[config.mk]
export PLATFORM = sky130hd
export DESIGN_NAME = clkdiv_bank
export DESIGN_NICKNAME = d
export VERILOG_FILES = /design/src/rtl/clkdiv_pkg.sv /design/src/rtl/rdiv_core.sv /design/src/rtl/ref_mux.sv /design/src/rtl/clkdiv_bank.sv
export SDC_FILE = /design/constraint.sdc
export NUM_CORES = 1
export LEC_CHECK = 0
export ABC_AREA = 1
export BUFFER_PORTS_ARGS = -buffer_cell sky130_fd_sc_hd__clkbuf_2
export CAP_MARGIN = 10
export CORE_ASPECT_RATIO = 0.9
export CORE_MARGIN = 2
export CORE_UTILIZATION = 64
export CTS_BUF_LIST = sky130_fd_sc_hd__clkbuf_8
export CTS_CLUSTER_SIZE = 30
export DETAILED_ROUTE_END_ITERATION = 12
export GPL_ROUTABILITY_DRIVEN = 0
export PLACE_DENSITY_LB_ADDON = 0.12
export SLEW_MARGIN = 20
export SYNTH_ARGS = -nofsm -noshare
export SYNTH_HDL_FRONTEND = slang
export SYNTH_SLANG_ARGS = --single-unit
[constraint.sdc]
create_clock -name clk_osc -period 3.5 [get_ports clk_osc]
set_input_delay 0.525 -clock clk_osc [delete_from_list [all_inputs] [get_ports clk_osc]]
set_output_delay 0.525 -clock clk_osc [all_outputs]
set_load 0.1 [all_outputs]
[src/rtl/clkdiv_pkg.sv]
package clkdiv_pkg;
  localparam int CNT_W   = 5;
  localparam int SEL_W   = 2;
  localparam int FB_BASE = 12;
  localparam int FB_STEP = 4;

  function automatic logic [CNT_W-1:0] fb_ratio(input logic [SEL_W-1:0] code);
    return CNT_W'(FB_BASE + FB_STEP * int'(code));
  endfunction

  function automatic logic [CNT_W-1:0] bank_ratio(input logic [SEL_W-1:0] code);
    case (code)
      2'd0:    return CNT_W'(3);
      2'd1:    return CNT_W'(4);
      2'd2:    return CNT_W'(6);
      default: return CNT_W'(12);
    endcase
  endfunction
endpackage

[src/rtl/rdiv_core.sv]
module rdiv_core #(
  parameter int CW = 5
) (
  input  logic          clk,
  input  logic          rst,
  input  logic [CW-1:0] ratio_i,
  output logic          clk_o,
  output logic          load_o,
  output logic [CW-1:0] cnt_o,
  output logic [CW-1:0] ratio_o
);
  logic          run_q;
  logic [CW-1:0] cnt_q, ratio_q;
  logic          hi_p, odd_p, hi_n, odd_n;
  logic          wrap;

  assign wrap   = run_q && (cnt_q == ratio_q - CW'(1));
  assign load_o = !run_q || wrap;

  always_ff @(posedge clk or posedge rst) begin
    if (rst) begin
      run_q   <= 1'b0;
      cnt_q   <= '0;
      ratio_q <= '0;
      hi_p    <= 1'b0;
      odd_p   <= 1'b0;
    end else begin
      run_q <= 1'b1;
      if (!run_q) begin
        ratio_q <= ratio_i;
      end else if (wrap) begin
        cnt_q   <= '0;
        ratio_q <= ratio_i;
      end else begin
        cnt_q <= cnt_q + CW'(1);
      end
      hi_p  <= run_q && (cnt_q < (ratio_q >> 1));
      odd_p <= ratio_q[0];
    end
  end

  // falling-edge copy stretches odd ratios by half a cycle
  always_ff @(negedge clk or posedge rst) begin
    if (rst) begin
      hi_n  <= 1'b0;
      odd_n <= 1'b0;
    end else begin
      hi_n  <= hi_p;
      odd_n <= odd_p;
    end
  end

  assign clk_o   = hi_p | (hi_n & odd_n);
  assign cnt_o   = cnt_q;
  assign ratio_o = ratio_q;
endmodule

[src/rtl/ref_mux.sv]
module ref_mux (
  input  logic src_xtal,
  input  logic ref_ext,
  input  logic ref_xtal,
  output logic ref_sel
);
  assign ref_sel = src_xtal ? ref_xtal : ref_ext;
endmodule

[src/rtl/clkdiv_bank.sv]
module clkdiv_bank
  import clkdiv_pkg::*;
#(
  parameter int NUM_OUT = 4,
  parameter int CW      = CNT_W
) (
  input  logic               clk_osc,
  input  logic               mstr_rst,
  input  logic               pll_en,
  input  logic               src_xtal,
  input  logic               ref_ext,
  input  logic               ref_xtal,
  input  logic [1:0]         fb_sel,
  input  logic [1:0]         out_sel,
  output logic [NUM_OUT-1:0] bank_clk,
  output logic               fb_clk,
  output logic               ref_clk_out
);
  logic          ref_sel_w;
  logic          fb_div_w, bank_div_w;
  logic          fb_load_w, bank_load_w;
  logic [CW-1:0] fb_cnt_w, bank_cnt_w, fb_ratio_w, bank_ratio_w;
  logic [CW-1:0] fb_req_w, bank_req_w;

  assign fb_req_w   = CW'(fb_ratio(fb_sel));
  assign bank_req_w = CW'(bank_ratio(out_sel));

  ref_mux u_refmux (
    .src_xtal (src_xtal),
    .ref_ext  (ref_ext),
    .ref_xtal (ref_xtal),
    .ref_sel  (ref_sel_w)
  );

  rdiv_core #(.CW(CW)) u_fbdiv (
    .clk     (clk_osc),
    .rst     (mstr_rst),
    .ratio_i (fb_req_w),
    .clk_o   (fb_div_w),
    .load_o  (fb_load_w),
    .cnt_o   (fb_cnt_w),
    .ratio_o (fb_ratio_w)
  );

  rdiv_core #(.CW(CW)) u_bankdiv (
    .clk     (clk_osc),
    .rst     (mstr_rst),
    .ratio_i (bank_req_w),
    .clk_o   (bank_div_w),
    .load_o  (bank_load_w),
    .cnt_o   (bank_cnt_w),
    .ratio_o (bank_ratio_w)
  );

  logic src_clk_fb, src_clk_bank;
  assign src_clk_fb   = pll_en ? fb_div_w   : ref_sel_w;
  assign src_clk_bank = pll_en ? bank_div_w : ref_sel_w;

  assign fb_clk      = !mstr_rst && src_clk_fb;
  assign ref_clk_out = !mstr_rst && src_clk_fb;

  for (genvar g = 0; g < NUM_OUT; g++) begin : g_bank
    assign bank_clk[g] = !mstr_rst && src_clk_bank;
  end
endmodule

==> flow_metrics.tcl <==
set metrics [dict create \
    path_clk_slew_ns 0.08 \
    drt_iter0_markers 36 \
    cts_buffers 3 \
    io_pins 16 \
    final_core_util 0.760 \
    synth_area_leaders "dfrtp_1 37%, nand2_1 12%, ha_1 8.0%, inv_1 7.2%, nand3_1 4.6%" \
    syn_avg_cell_area_sq_um 7.94 \
    hold_viol 0 \
    p_leak_nw 0.895 \
    grt_pass1_wl_microns 4600 \
    crit_path_max_fanout 4 \
    synthCells 178 \
    synth_most_common_cell "nand2_1" \
    violations "negative setup slack" \
    yosys.area.top_type_share 0.372 \
    clock_latency_ns 0.27 \
    fin_nets 213 \
    cts_tree "yes" \
    irDropWorstVdd_v 0.000547 \
    viasPerCell 5.13 \
    overflow 0 \
    crit_chain "nand2_1 > inv_2 > o21ai_2 > a21oi_4 > buf_12 > buf_12" \
    rows 16 \
    max_slew_margin 0.569 \
    hold_class "input port to asynchronous set/reset pin" \
    synth.cell_area_sq_um 1410 \
    core_area_sq_um 2140 \
    cts-root-buf "clkbuf_8" \
    hpwlAfterDp_microns 1910 \
    syn_nets 197 \
    first_pass_iters 4 \
    critPathLaunchType "flip-flop" \
    grt_max_degree 20 \
    die_h_microns 48.6 \
    area_growth_pct 15.2 \
    drive_above_1_share 0.192 \
    clockBufferDepth 2 \
    place_inst 215 \
    synthArstFlopShare 1.00 \
    drc 0 \
    fin_cells 220 \
    yosysTopAreaCell "dfrtp_1" \
    portBuffers 15 \
    slowest_stage "dfrtn_1" \
    routed_wl_microns 2600 \
    ys.flop_type "dfrtp_1" \
    power.density_nw_per_um2 747 \
    clock_skew_ns 0.0130 \
    setup_viol 4 \
    synth_seq_area_share 0.407 \
    antenna_found_initial 0 \
    cts_hold_buf 0 \
    start_util 0.659 \
    ys_warn_count 0 \
    die_area_sq_um 2600 \
    maxCapViolCount 0 \
    num_vias 1128 \
    die-width_microns 53.5 \
    antenna_cells 0 \
    slew_violations 0 \
    worstSetupPathType "flip-flop to output port" \
    cp.arrival_ns 3.04 \
    status "finished with violations" \
    holdWs_ns 0.288 \
    crit_path_end_kind "output port" \
    track_usage 0.239 \
    ctsHtreeMaxLevel 1 \
    synth_edf_count 0 \
    routedWlPerCell_microns 11.8 \
    yosysUniqueCellTypes 27 \
    yosys-top-cells-count "45 x nand2_1, 27 x inv_1, 21 x dfrtp_1" \
    fin_ws_ns -0.0644 \
    ys_ff_latch 23 \
    postRouteAntennaNets 0 \
    rsz0062_at_grt "yes" \
    tightest_slew_ns 0.646 \
    slowest_delay_ns 0.39 \
    total_power_mw 1.22 \
    grt_pass1_vias 1105 \
    crit_required_ns 2.97 \
    crit_path_frequent_cell "buf_12" \
    numClockSinks 23 \
]
-- registers in the layout, indices dropped and copies added (netlist names) --
name and cells:
u_bankdiv.hi_p 1, u_bankdiv.odd_p 1, u_bankdiv.ratio_o 4, u_fbdiv.cnt_o 5, u_fbdiv.ratio_o 3, u_fbdiv.hi_p 1, u_bankdiv.odd_n 1, u_bankdiv.run_q 1
u_bankdiv.cnt_o 5, u_bankdiv.hi_n 1
-- final cells by class --
class / instances / area (sq um)
Clock buffer: 3 / 41.3
Clock inverter: 1 / 3.75
Fill cell: 158 / 514
Inverter: 29 / 109
Multi-Input combinational cell: 120 / 702
Sequential cell: 23 / 576
Tap cell: 27 / 33.8
Timing Repair Buffer: 17 / 163
-- per-layer routing --
metal	wire length [microns]	part of all wire	track usage	vias to the layer above
li1	-	-	-	573
met1	1200	0.46	0.328	515
met2	1250	0.48	0.383	35
met3	115	0.044	0.0432	5
met4	33	0.013	0.0684	0
met5	0	0	0	-
-- per-stage QoR --
stage	TNS, ns	setup slack [ns]	cell area [sq um]
finish	-0.256	-0.0644	1630
global route	-0.448	-0.113	1630
global placement	0	0.195	1560
CTS	-0.360	-0.0909	1630
floorplan	-0.771	-0.257	1470
detailed placement	0	0.169	1560
-- cells by family after synthesis --
kind of cell               Yosys count  synth area share
and+or+nand+nor                     92             0.307
buffers and inverters               35             0.106
DFF                                 23             0.407
xor gates and xnor gates            10            0.0620
adders and majority gates            9            0.0797
AOI/OAI and AO/OA                    8            0.0345
other                                1           0.00265
-- cells in the final DEF, fill, tap and decap left out, types with 2 or more instances in the layout --
master | netlist | routed
a21oi_1 | 3 | 2
inv_2 | 2 | 3
nand2_1 | 45 | 45
nor2_4 | 2 | 2
nand2_2 | 5 | 5
buf_12 | 0 | 5
nand4_1 | 2 | 2
clkbuf_2 | 0 | 11
clkbuf_8 | 0 | 3
xnor2_1 | 3 | 3
nand3_1 | 13 | 13
nand3b_1 | 2 | 2
dfrtp_1 | 21 | 21
nor2_1 | 14 | 14
xor2_1 | 7 | 7
nand2_4 | 2 | 2
dfrtn_1 | 2 | 2
o21a_1 | 2 | 2
ha_1 | 9 | 9
nor2_2 | 2 | 2
inv_1 | 27 | 27
nor3_1 | 3 | 3
-- worst max-delay path: cells and delay by family (launching register included) --
family                 cells  cell delay [ns]
AO/OA/AOI/OAI              2             0.20
buffers and inverters      3             0.36
flip-flops                 1             0.39
AND/OR/NAND/NOR            1             0.06
-- worst paths after layout --
check	start	to	slack, ns	cells past startpoint
setup / recovery	u_bankdiv.odd_n	bank_clk[2]	-0.06	6
hold / removal	mstr_rst	u_bankdiv.hi_p	0.29	2
setup reg to reg	u_bankdiv.hi_p	u_bankdiv.hi_n	1.22	0
hold reg to reg	u_fbdiv.cnt_o[4]	u_fbdiv.hi_p	0.52	1
max in group asynchronous	mstr_rst	u_bankdiv.hi_n	1.25	2
min in group clk_osc	fb_sel[0]	u_fbdiv.ratio_o[2]	0.51	4
-- power breakdown --
group          internal (mW)  switching (mW)  leakage [nW]
registers              0.355           0.111         0.287
logic                  0.234           0.356         0.581
clock network         0.0784          0.0815        0.0269
-- repair_timing --
action                     4_1_cts  5_1_grt
setup endpoints to repair        4        4
setup buffers                    1        0
gates resized for setup          0        1
pin swaps                        1        2
Power figures use the tool's default switching activity.
